**src/rtl/zd_pkg.sv**
```systemverilog
package zd_pkg;
  typedef enum logic [1:0] {
    ZD_LOW    = 2'd0,
    ZD_HIGH   = 2'd1,
    ZD_DETECT = 2'd2
  } zd_mode_e;
endpackage

```
**src/rtl/zd_run_counter.sv**
```systemverilog
module zd_run_counter #(
  parameter int SAMPLE_W = 24,
  parameter int RUN_LEN  = 8192
) (
  input  logic                clk,
  input  logic                rst_n,
  input  logic                clr,
  input  logic                step,
  input  logic [SAMPLE_W-1:0] sample,
  output logic                zero_flag
);
  localparam int CW = $clog2(RUN_LEN + 1);
  localparam logic [CW-1:0] LIMIT = CW'(RUN_LEN);

  logic [CW-1:0] run_q;

  always_ff @(posedge clk or negedge rst_n) begin
    if (!rst_n) begin
      run_q <= '0;
    end else if (clr) begin
      run_q <= '0;
    end else if (step) begin
      if (sample != '0)       run_q <= '0;
      else if (run_q != LIMIT) run_q <= run_q + 1'b1;
    end
  end

  assign zero_flag = (run_q == LIMIT);
endmodule

```
**src/rtl/zd_holdoff.sv**
```systemverilog
module zd_holdoff #(
  parameter int HOLDOFF = 4
) (
  input  logic clk,
  input  logic rst_n,
  input  logic run_n,
  input  logic step,
  output logic holding
);
  localparam int HW = $clog2(HOLDOFF + 1);
  localparam logic [HW-1:0] DONE = HW'(HOLDOFF);

  logic [HW-1:0] hold_q;

  always_ff @(posedge clk or negedge rst_n) begin
    if (!rst_n) begin
      hold_q <= DONE;
    end else if (!run_n) begin
      hold_q <= '0;
    end else if (step && hold_q != DONE) begin
      hold_q <= hold_q + 1'b1;
    end
  end

  assign holding = (hold_q != DONE);
endmodule

```
**src/rtl/zd_flag_out.sv**
```systemverilog
module zd_flag_out
  import zd_pkg::*;
#(
  parameter int NUM_CH = 8
) (
  input  zd_mode_e          mode,
  input  logic [NUM_CH-1:0] zero_vec,
  input  logic [NUM_CH-1:0] mask,
  input  logic              inv,
  output logic              flag
);
  logic all_zero;

  assign all_zero = (|mask) && (&(zero_vec | ~mask));

  always_comb begin
    unique case (mode)
      ZD_HIGH:   flag = 1'b1 ^ inv;
      ZD_DETECT: flag = all_zero ^ inv;
      default:   flag = inv;
    endcase
  end
endmodule

```
**src/rtl/zero_detect.sv**
```systemverilog
module zero_detect
  import zd_pkg::*;
#(
  parameter int NUM_CH   = 8,
  parameter int SAMPLE_W = 24,
  parameter int RUN_LEN  = 8192,
  parameter int HOLDOFF  = 4
) (
  input  logic                       clk,
  input  logic                       rst_n,
  input  logic                       frm_valid,
  input  logic [NUM_CH*SAMPLE_W-1:0] frm_data,
  input  logic [NUM_CH-1:0]          mask_a,
  input  logic [NUM_CH-1:0]          mask_b,
  input  logic [NUM_CH-1:0]          pwr_on,
  input  logic                       det_en,
  input  logic                       run_n,
  input  logic                       flag_inv,
  output logic                       flag_a,
  output logic                       flag_b
);
  localparam int NUM_OUT = 2;

  logic [NUM_CH-1:0] zero_vec;
  logic              holding;
  zd_mode_e          mode;
  logic [NUM_CH-1:0] masks [NUM_OUT];
  logic [NUM_OUT-1:0] flags;

  for (genvar c = 0; c < NUM_CH; c++) begin : g_ch
    zd_run_counter #(
      .SAMPLE_W (SAMPLE_W),
      .RUN_LEN  (RUN_LEN)
    ) u_run (
      .clk       (clk),
      .rst_n     (rst_n),
      .clr       (!run_n),
      .step      (frm_valid),
      .sample    (frm_data[c*SAMPLE_W +: SAMPLE_W]),
      .zero_flag (zero_vec[c])
    );
  end

  zd_holdoff #(.HOLDOFF(HOLDOFF)) u_hold (
    .clk     (clk),
    .rst_n   (rst_n),
    .run_n   (run_n),
    .step    (frm_valid),
    .holding (holding)
  );

  always_comb begin
    if (!det_en)                mode = ZD_LOW;
    else if (pwr_on == '0)      mode = ZD_LOW;
    else if (!run_n || holding) mode = ZD_HIGH;
    else                        mode = ZD_DETECT;
  end

  assign masks[0] = mask_a;
  assign masks[1] = mask_b;

  for (genvar o = 0; o < NUM_OUT; o++) begin : g_out
    zd_flag_out #(.NUM_CH(NUM_CH)) u_out (
      .mode     (mode),
      .zero_vec (zero_vec),
      .mask     (masks[o]),
      .inv      (flag_inv),
      .flag     (flags[o])
    );
  end

  assign flag_a = flags[0];
  assign flag_b = flags[1];
endmodule

```
**config.mk**
```make
export PLATFORM = sky130hd
export DESIGN_NAME = zero_detect
export DESIGN_NICKNAME = d
export VERILOG_FILES = /design/src/rtl/zd_pkg.sv /design/src/rtl/zd_run_counter.sv /design/src/rtl/zd_holdoff.sv /design/src/rtl/zd_flag_out.sv /design/src/rtl/zero_detect.sv
export SDC_FILE = /design/constraint.sdc
export NUM_CORES = 1
export LEC_CHECK = 0
export BUFFER_PORTS_ARGS = -buffer_cell sky130_fd_sc_hd__buf_4
export CORE_ASPECT_RATIO = 1.1
export CORE_MARGIN = 2
export CORE_UTILIZATION = 40
export CTS_BUF_LIST = sky130_fd_sc_hd__clkbuf_4
export CTS_CLUSTER_SIZE = 24
export DETAILED_ROUTE_END_ITERATION = 6
export GPL_TIMING_DRIVEN = 0
export MAX_ROUTING_LAYER = met4
export PLACE_DENSITY = 0.65
export REMOVE_ABC_BUFFERS = 1
export SLEW_MARGIN = 20
export SYNTH_ARGS = -nofsm -noshare
export SYNTH_HDL_FRONTEND = slang
export SYNTH_SLANG_ARGS = --single-unit
```
**constraint.sdc**
```tcl
create_clock -name clk -period 2.7 [get_ports clk]
set_clock_uncertainty 0.1 [all_clocks]
set_input_delay 0.27 -clock clk [delete_from_list [all_inputs] [get_ports clk]]
set_output_delay 0.27 -clock clk [all_outputs]
set_load 0.02 [all_outputs]
```
# Yosys cells after proc, flatten, opt, wreduce, memory -nomap -nowiden
# Cells that the tools add are included.
dict set report totals {
  wordCells 119
  input_bits 222
  output_inout_bits 2
  ff_bits 115
}
dict set report op_classes {
  bitwise_logic 7
  n_addsub 9
  muxes 39
  n_reduce_logical 26
  eq_ne 29
}
# operator n
set op_table {}
lappend op_table {{14-bit two-way mux} 32}
lappend op_table {{24-bit nonzero test} 8}
lappend op_table {{14-bit by 1-bit adder with 14-bit output, second input constant} 8}
lappend op_table {{14-bit equality test, second input constant} 8}
lappend op_table {{14-bit inequality test, second input constant} 8}
lappend op_table {{3-bit by 1-bit inequality test with 1-bit output, second input constant} 8}
lappend op_table {{8-bit NOT} 2}
lappend op_table {{8-bit bitwise OR} 2}
lappend op_table {{2-bit AND reduction} 8}
lappend op_table {{8-bit AND reduction} 2}
lappend op_table {{8-bit OR reduction} 2}
lappend op_table {{8-bit logical NOT} 1}
lappend op_table {{2-bit two-way mux} 3}
lappend op_table {{3-bit two-way mux} 2}
lappend op_table {{1-bit one-hot mux with 2 select lines} 2}
lappend op_table {{3-bit by 1-bit adder with 3-bit output, second input constant} 1}
lappend op_table {{1-bit logical AND} 3}
lappend op_table {{3-bit inequality test, second input constant} 1}
lappend op_table {{2-bit by 1-bit equality test with 1-bit output, second input constant} 1}
lappend op_table {{2-bit equality test, second input constant} 1}
lappend op_table {{2-bit by 1-bit inequality test with 1-bit output, second input constant} 1}
lappend op_table {{2-bit inequality test, second input constant} 1}
lappend op_table {{1-bit bitwise XOR} 2}
lappend op_table {{1-bit logical NOT} 1}
lappend op_table {{other kinds (2)} 2}

# Depth between registers and ports, before layout
# Gate-level depths: netlist (run 1).
dict set report logic_depth {
  depth_word 7
  ltp_mapped 9
  mapped_depth_nobuf 9
}

# Cells and area by module
# A second synthesis (run 1) with hierarchy kept.
dict set report unflattened {
  cells_unflattened 913
  area_unflattened_um2 8074.0
}
# mod cells_each area_per_inst_um2 n_inst seq_area_each_um2
set by_module_without_submodules {}
lappend by_module_without_submodules {{zd_run_counter at g_ch[0].u_run ...} 105 949.7 6 350.3}
lappend by_module_without_submodules {{zd_run_counter at g_ch[1].u_run ...} 106 882.1 2 350.3}
lappend by_module_without_submodules {zd_flag_out 23 181.4 2 0.0}
lappend by_module_without_submodules {zd_holdoff 18 188.9 1 76.3}
lappend by_module_without_submodules {zero_detect 7 60.1 1 0.0}

# Worst setup path before layout (run 1)
# Ideal clock, no wire load.
dict set report synth_timing {
  kind {reg2out}
  start {register g_ch[0].u_run.run_q[0]}
  end {output flag_a}
  t_required_ns 2.330
  n_path_buf 0
  arrival_ns 2.177
  stages_incl_launch_ff 8
  slack_ns 0.153
  path_cell_list {dfrtp_1 -> inv_1 -> ha_1 -> or4b_4 -> o41a_1 -> a2111oi_2 -> a31o_1 -> nand3_1}
}
dict set report synth_between {
  elab_chain_len 6
}
# item line_no
set synth_lines {}
lappend synth_lines {{start, declared} zd_run_counter.sv:15} ;# logic [CW-1:0] run_q;
lappend synth_lines {{start signal, assigned} zd_run_counter.sv:24} ;# else if (run_q != LIMIT) run_q <= run_q + 1'b1;
lappend synth_lines {{14-bit equality test} zd_run_counter.sv:28} ;# assign zero_flag = (run_q == LIMIT);
lappend synth_lines {{8-bit bitwise OR} zd_flag_out.sv:14} ;# assign all_zero = (|mask) && (&(zero_vec | ~mask));
lappend synth_lines {{8-bit AND reduction} zd_flag_out.sv:14}
lappend synth_lines {{1-bit logical AND} zd_flag_out.sv:14}
lappend synth_lines {{1-bit bitwise XOR} zd_flag_out.sv:19} ;# ZD_DETECT: flag = all_zero ^ inv;
lappend synth_lines {{1-bit one-hot mux with 2 select lines} zd_flag_out.sv:17} ;# unique case (mode)
lappend synth_lines {{end, declared} zero_detect.sv:19} ;# output logic flag_a,
# No other way between the ends.

# Worst setup path in the final report (run 1)
# Ends and elaborated chain as after synthesis.

==> Implementation_results.wiki, run 1 <==
{| class="wikitable"
! Metric !! Value
|-
| Count of standard-cell rows || 50
|-
| Critical-path maximum fanout || 3
|-
| Int Pwr || 2.816 mW
|-
| Leak Pwr || 4.045 nW
|-
| Final Hold Slack || 64.33 ps
|-
| Synthesized-area fraction occupied by ao, oa, aoi and oai cells || 9.193%
|-
| Routed wire length on met3 || 1.106 mm
|-
| Post-synthesis sequential area ratio || 41.47%
|-
| Detail Route Antenna Nets || 0
|-
| Pin slew with the least headroom to its limit || 835.2 ps
|-
| Critical Path Slowest Stage Cell || sky130_fd_sc_hd__or4b_4
|-
| Overall power after layout || 3.694 mW
|-
| H-tree levels || 4
|-
| Final std cell area, no fill || 9487 um^2
|-
| Count of input and output buffers || 223
|-
| Post-route fraction of the period consumed by the critical path || 115.6%
|-
| Wire length of the first global-routing pass || 29.50 mm
|-
| Clock Tree Root || sky130_fd_sc_hd__clkbuf_4
|-
| Status || complete, but fails checks
|-
| Wl on met1 || 8.017 mm
|-
| Synth Instances || 792
|-
| Detailed Route Iter0 Violations || 280
|-
| Net switching share of the total power || 23.77%
|-
| Top routing layer used || met4
|-
| Placeable core region || 17020 um^2
|-
| TritonCTS clock tree || done
|-
| Number of max-capacitance violations reported || 0
|-
| Mux cell area share after synthesis || 0%
|-
| HP Class || primary input to flop
|-
| Instance count along the most critical hold path || 6
|-
| Die outline area || 18430 um^2
|-
| Antenna violations before repair || 1
|-
| Final critical-path required period || 3121 ps
|-
| Ports || 224
|-
| Leading cell types in the layout, fill and taps excluded || sky130_fd_sc_hd__buf_4, sky130_fd_sc_hd__nor2_1, sky130_fd_sc_hd__dfrtp_1
|-
| Maximum number of pins on one net before global-route repair || 70
|-
| Clock transition time at the flip-flop clock pins of the worst setup and hold paths || 110 ps
|-
| Ys async rst share || 100.0%
|-
| Number of flops mapped to enable cells by yosys || 0
|-
| Final net count || 1281
|-
| Instance count after placement with tap cells included || 1231
|-
| Kind of start point of the critical path || flop
|-
| Via count of the first global-routing pass || 6413
|-
| Crit path capture type || primary output
|-
| Total gr overflow || 0
|-
| Arr. time, crit path || 2750 ps
|-
| R2r setup slk || 170 ps
|-
| Final hold vios || 0
|-
| Share of power burned in combinational logic || 12.8%
|-
| Fraction of final layout cells sized beyond drive strength 1 || 28.07%
|-
| CTS Buffer Depth || 2
|-
| Per-instance average area after synthesis || 8.765 um^2
|-
| Aggregate routed wire length || 17.97 mm
|-
| Dpl hpwl || 13.08 mm
|-
| Cell Area, Placed || 8899 um^2
|-
| Simple-gate portion of the synthesized area || 33.27%
|-
| Hold Path Origin || frm_data[23]
|-
| Worst Setup Slack post-DPL || -130.9 ps
|-
| Die W || 129.6 um
|-
| Worst reg2reg path depth || 9
|-
| Mapped cell area || 6942 um^2
|-
| Total global routing track utilization || 20.58%
|-
| Detailed-route vias per instance || 5.253
|-
| Finish-stage setup viols || 2
|-
| Violated checks || negative setup slack
|-
| DR WL met2 || 8.577 mm
|-
| Max-slew headroom || 44.12%
|-
| Most common cell after layout, fill and taps aside || sky130_fd_sc_hd__buf_4
|-
| Worst R2R End || g_ch[5].u_run.run_q[8]$_DFFE_PN0P_
|-
| Areal power density over the cells || 389.4 nW/um^2
|-
| Synth-to-layout area growth || 36.66%
|-
| Required time of the critical path || 2330 ps
|-
| Clock net sink count || 115
|-
| NetSw || 0.8782 mW
|-
| Distinct cell type count after synthesis || 51
|-
| Via count of the routed design || 6755
|-
| Share of total power in the clock network || 40.1%
|-
| Final Slew Violations || 0
|-
| Total number of yosys warnings || 0
|-
| Combinational family with the most area after synthesis || simple AND/OR/NAND/NOR gates
|-
| Final critical-path setup slack || -421.1 ps
|-
| Fraction of the mapped netlist area in adder cells || 3.605%
|-
| RD Place Congestion || 0.7857
|-
| Most used DFF post-synth || sky130_fd_sc_hd__dfrtp_1
|-
| RSZ-0062 raised after global routing || yes
|-
| TritonCTS buffer count || 17
|-
| Fmax || 320.4 MHz
|-
| Die extent in y || 142.2 um
|-
| Largest vdd supply drop || 0.0002416 V
|-
| Clock insertion delay at the later pin of the skew report || 550 ps
|-
| Wirelength per Cell || 13.97 um
|-
| CP Class || flop to primary output
|-
| Stage delay of the slowest cell on the critical path || 480 ps
|-
| Count of state elements after synthesis || 115
|-
| Hold-critical path endpoint || g_ch[0].u_run.run_q[1]$_DFFE_PN0P_
|-
| Sequential Power Share || 47.1%
|-
| Starting density of the core || 40.79%
|-
| Post-synthesis share of cell area spent on xor and xnor gates || 9.211%
|-
| Non-filler instance count after layout || 1286
|-
| Post-detailed-route DRC marker count || 0
|-
| Router iterations before antenna repair || 5
|-
| FF-to-FF Start || g_ch[5].u_run.run_q[0]$_DFFE_PN0P_
|-
| Sequence of cells on the critical path || inv_2, ha_1, or4b_4, o41a_1, a2111oi_4, a31o_1, nand3_2, buf_6
|}
## power by group through the flow
stage                     sequential, mW  combinational (mW)  clock (mW)
final                               1.74               0.474        1.48
after global routing                1.74               0.525        1.59
after global placement              1.77               0.444           0
after detailed placement            1.77               0.458           0
after CTS                           1.74               0.477        1.52
after floorplan                     1.77               0.122           0
## state kept, by name, summed over array words and instances (netlist names)
| name | count |
|---|---|
| u_hold.hold_q | 3 |
| g_ch.u_run.run_q | 112 |
## logic make-up after synthesis
| family | count (synthesis) |
|---|---|
| xor+xnor | 73 |
| simple gates | 427 |
| flops | 115 |
| compound gates | 97 |
| buf+inv | 60 |
| fa+ha+maj | 20 |
## what timing repair did
action                                  CTS  global route
hold buffers                              4             0
pin swaps                                13             9
gates cloned                              0             0
buffers inserted                         14             5
hold endpoints to repair                118             0
gates resized for setup                  13             3
endpoints found under the setup margin    7             2
## synthesized netlist by cell type (5+ instances only)
master,number,area share [%]
sky130_fd_sc_hd__o21ai_0,30,2.2
sky130_fd_sc_hd__nor4b_1,21,2.6
sky130_fd_sc_hd__nor4_1,37,3.3
sky130_fd_sc_hd__and2_1,11,0.99
sky130_fd_sc_hd__ha_1,20,3.6
sky130_fd_sc_hd__and4_1,11,1.4
sky130_fd_sc_hd__nand4_1,47,4.2
sky130_fd_sc_hd__clkbuf_1,17,0.92
sky130_fd_sc_hd__nor3_1,25,1.8
sky130_fd_sc_hd__nor2_1,116,6.3
sky130_fd_sc_hd__nand3_1,52,3.7
sky130_fd_sc_hd__nand2_1,45,2.4
sky130_fd_sc_hd__nand4b_1,5,0.63
sky130_fd_sc_hd__or3_1,17,1.5
sky130_fd_sc_hd__or4_1,10,1.1
sky130_fd_sc_hd__dfrtp_1,114,41
sky130_fd_sc_hd__xor2_1,42,5.3
sky130_fd_sc_hd__a21oi_1,29,2.1
sky130_fd_sc_hd__inv_1,41,2.2
sky130_fd_sc_hd__o31ai_1,8,0.87
sky130_fd_sc_hd__and3_1,11,0.99
sky130_fd_sc_hd__xnor2_1,31,3.9
## area by class of cell
class | instances | area [um^2]
Timing Repair Buffer | 247 | 1896
Clock inverter | 14 | 192.7
Fill cell | 1610 | 7530
Inverter | 41 | 153.9
Sequential cell | 115 | 2879
Multi-Input combinational cell | 617 | 3943
Clock buffer | 17 | 127.6
Antenna cell | 1 | 2.502
Tap cell | 234 | 292.8
## worst max-delay path: cells and delay by family (launching register included)
| family | cells | cell delay, ps |
|---|---|---|
| buffers and inverters | 2 | 220 |
| adders and majority gates | 1 | 130 |
| AOI/OAI and AO/OA | 3 | 900 |
| DFF | 1 | 410 |
| and+or+nand+nor | 2 | 560 |
## through the flow
| stage | util, % | TNS, ps |
|---|---|---|
| after floorplan | - | -17.56 |
| after global placement | 51.93 | -67630 |
| after detailed placement | 52.29 | -267.5 |
| after CTS | 55.39 | -930.3 |
| after global routing | 55.75 | -1151 |
| final | 55.75 | -808.8 |
## per-layer routing
| metal | global-route usage (%) | vias up |
|---|---|---|
| li1 | - | 3391 |
| met1 | 25.56 | 3145 |
| met2 | 33.65 | 195 |
| met3 | 4.361 | 24 |
| met4 | 6.508 | 0 |
| met5 | - | - |
## worst max-delay path by stage
| stage | slack (ps) | cells after the start | endpoint | start |
|---|---|---|---|---|
| 2_1_floorplan | -20 | 4 | g_ch[5].u_run.run_q[8]$_DFFE_PN0P_ | frm_valid |
| 3_3_place_gp | -1110 | 5 | g_ch[5].u_run.run_q[8]$_DFFE_PN0P_ | frm_valid |
| 3_5_place_dp | -130 | 8 | flag_a | g_ch[1].u_run.run_q[0]$_DFFE_PN0P_ |
| 4_1_cts | -470 | 8 | flag_a | g_ch[6].u_run.run_q[1]$_DFFE_PN0P_ |
| 5_1_grt | -580 | 8 | flag_a | g_ch[5].u_run.run_q[0]$_DFFE_PN0P_ |
| 6_report | -420 | 8 | flag_a | g_ch[0].u_run.run_q[0]$_DFFE_PN0P_ |
Note: power is estimated with default switching activity, not from simulation.
==> run 2, diff against run 1 <==
==> constraint.sdc (replaced) <==
create_clock -name clk -period 2.7 [get_ports clk]
set_clock_uncertainty 0.1 [all_clocks]
set_input_delay 0.135 -clock clk [delete_from_list [all_inputs] [get_ports clk]]
set_output_delay 0.135 -clock clk [all_outputs]
set_load 0.02 [all_outputs]
==> Implementation_results.wiki, run 2 (synthesis gave the netlist of run 1 again) <==
{| class="wikitable"
! Metric !! Value
|-
| Finish-stage setup viols || 2 (unchanged)
|-
| Status || complete, but fails checks
|-
| Total global routing track utilization || 21.25% (+0.67 points)
|-
| Clock net sink count || 115 (unchanged)
|-
| RD Place Congestion || 0.7857 (unchanged)
|-
| Fmax || 335.0 MHz (+4.6%)
|-
| Ports || 224 (unchanged)
|-
| Non-filler instance count after layout || 1310 (+1.9%)
|-
| Clock insertion delay at the later pin of the skew report || 540 ps (about the same)
|-
| Share of total power in the clock network || 39.7% (-0.4 points)
|-
| HP Class || primary input to flop
|-
| Post-route fraction of the period consumed by the critical path || 110.6% (-5.0 points)
|-
| Largest vdd supply drop || 0.0002418 V (about the same)
|-
| Dpl hpwl || 13.08 mm (unchanged)
|-
| Detailed Route Iter0 Violations || 294 (+5.0%)
|-
| Wirelength per Cell || 14.14 um (+1.2%)
|-
| Crit path capture type || primary output
|-
| Placeable core region || 17020 um^2 (unchanged)
|-
| Most common cell after layout, fill and taps aside || sky130_fd_sc_hd__buf_4
|-
| Final critical-path setup slack || -285.2 ps (+135.9 ps)
|-
| Int Pwr || 2.833 mW (+0.62%)
|-
| Max-slew headroom || 43.95% (-0.17 points)
|-
| Sequential Power Share || 46.9% (-0.2 points)
|-
| Number of filler cells placed in the layout || 1588 (-1.4%)
|-
| TritonCTS buffer count || 17 (unchanged)
|-
| Total gr overflow || 0 (unchanged)
|-
| RSZ-0062 raised after global routing || yes
|-
| Maximum number of pins on one net before global-route repair || 70 (unchanged)
|-
| Final hold vios || 0 (unchanged)
|-
| Net switching share of the total power || 23.69% (-0.084 points)
|-
| Biggest registers after layout || g_ch.u_run.run_q (112), u_hold.hold_q (3)
|-
| Pin slew with the least headroom to its limit || 837.7 ps (+2.534 ps)
|-
| Violated checks || negative setup slack
|-
| Clock Tree Root || sky130_fd_sc_hd__clkbuf_4
|-
| Aggregate routed wire length || 18.52 mm (+3.1%)
|-
| Synth-to-layout area growth || 40.63%
|-
| Die extent in y || 142.2 um (unchanged)
|-
| Critical-path maximum fanout || 3 (unchanged)
|-
| Clock transition time at the flip-flop clock pins of the worst setup and hold paths || 100 ps (about the same)
|-
| Final Hold Slack || 42.55 ps (-21.78 ps)
|-
| Leak Pwr || 4.149 nW (+2.6%)
|-
| Final Slew Violations || 0 (unchanged)
|-
| Fin Setup TNS || -535.8 ps (+272.9 ps)
|-
| Final net count || 1305 (+1.9%)
|-
| Wire length of the first global-routing pass || 30.46 mm (+3.3%)
|-
| Number of max-capacitance violations reported || 0 (unchanged)
|-
| Count of standard-cell rows || 50 (unchanged)
|-
| Count of input and output buffers || 223 (unchanged)
|-
| Areal power density over the cells || 380.3 nW/um^2 (-2.3%)
|-
| Kind of start point of the critical path || flop
|-
| Detail Route Antenna Nets || 0 (unchanged)
|-
| Router iterations before antenna repair || 5 (unchanged)
|-
| H-tree levels || 4 (unchanged)
|-
| Detailed-route vias per instance || 5.252 (about the same)
|-
| Instance count after placement with tap cells included || 1231 (unchanged)
|-
| Arr. time, crit path || 2750 ps (about the same)
|-
| CTS Buffer Depth || 2 (unchanged)
|-
| Die W || 129.6 um (unchanged)
|-
| TritonCTS clock tree || done
|-
| Leading cell types in the layout, fill and taps excluded || sky130_fd_sc_hd__buf_4, sky130_fd_sc_hd__nor2_1, sky130_fd_sc_hd__dfrtp_1
|-
| Starting density of the core || 40.79% (unchanged)
|-
| Via count of the first global-routing pass || 6640 (+3.5%)
|-
| Required time of the critical path || 2470 ps (+140 ps)
|-
| Final core utilization || 57.37% (+1.6 points)
|-
| Antenna violations before repair || 1 (unchanged)
|-
| Post-detailed-route DRC marker count || 0 (unchanged)
|-
| Most flops, register || g_ch.u_run.run_q
|-
| Share of power burned in combinational logic || 13.4% (+0.6 points)
|-
| Die outline area || 18430 um^2 (unchanged)
|-
| Final critical-path required period || 2985 ps (-135.9 ps)
|-
| Via count of the routed design || 6880 (+1.9%)
|-
| CP Class || flop to primary output
|-
| Fraction of final layout cells sized beyond drive strength 1 || 27.91% (-0.16 points)
|-
| Max reg flops || 112 (unchanged)
|-
| NetSw || 0.8796 mW (+0.16%)
|}
-- run 2: changes by cell type in the layout (fill, tap and decap cells not counted), sizes merged --
cell,delta
dlygate4sd3,+23
buf,+1
-- run 2: critical path, cell delays in order (launching register included) --
cell	delay, ps
sky130_fd_sc_hd__dfrtp_1	410
sky130_fd_sc_hd__inv_2	70
sky130_fd_sc_hd__ha_1	130
sky130_fd_sc_hd__or4b_4	480
sky130_fd_sc_hd__o41a_1	380
sky130_fd_sc_hd__a2111oi_4	300
sky130_fd_sc_hd__a31o_1	220
sky130_fd_sc_hd__nand3_2	80
sky130_fd_sc_hd__buf_6	150
-- run 2: path summary, 6_finish.rpt --
path / start / endpoint / slack (ps) / depth (start not counted)
worst min register to register: g_ch[4].u_run.run_q[5]$_DFFE_PN0P_ / g_ch[4].u_run.run_q[5]$_DFFE_PN0P_ / 440 / 1
min in group asynchronous: rst_n / u_hold.hold_q[2]$_DFFE_PN1P_ / 60 / 2
worst max-delay path: g_ch[0].u_run.run_q[0]$_DFFE_PN0P_ / flag_a / -290 / 8
worst min-delay path: frm_data[128] / g_ch[5].u_run.run_q[8]$_DFFE_PN0P_ / 40 / 6
max in group asynchronous: rst_n / g_ch[4].u_run.run_q[9]$_DFFE_PN0P_ / 2090 / 3
worst max register to register: g_ch[5].u_run.run_q[0]$_DFFE_PN0P_ / g_ch[5].u_run.run_q[8]$_DFFE_PN0P_ / 180 / 9
-- run 2: what timing repair did --
item / 4_1_cts / 5_1_grt
pin swaps: 13 / 10
setup buffers: 14 / 5
setup endpoints to repair: 7 / 4
gates resized for setup: 13 / 7
endpoints found under the hold margin: 127 / 0
hold buffers: 30 / 0
-- run 2: area by class of cell --
type,instances,area [um^2],area share [%]
Inverter,41,153.9,1.577
Antenna cell,1,2.502,0.02563
Sequential cell,115,2879,29.49
Timing Repair Buffer,271,2153,22.06
Tap cell,234,292.8,2.999
Clock inverter,14,192.7,1.974
Multi-Input combinational cell,617,3960,40.57
Clock buffer,17,127.6,1.307
-- run 2: per-layer routing --
layer,global-route usage (%),wire (um)
met1,25.88,8188
met2,35.41,9033
met3,4.474,1053
met4,6.621,248
met5,-,0
-- run 2: metrics by stage --
step	worst slack, ps	power, mW	instance area, um^2
finish	-285.2	3.713	9762
global route	-444.6	3.881	9762
CTS	-338.9	3.760	9703
detailed placement	-8.070	2.232	8899
global placement	-972.0	2.218	8837
floorplan	117.4	1.894	6870
-- run 2: power groups by stage --
stage          Combinational (mW)  Sequential (mW)  Clock, mW
3_5_place_dp                0.458             1.77          0
6_report                    0.499             1.74       1.47
5_1_grt                     0.550             1.74       1.59
4_1_cts                     0.499             1.74       1.52
2_1_floorplan               0.122             1.77          0
3_3_place_gp                0.444             1.77          0
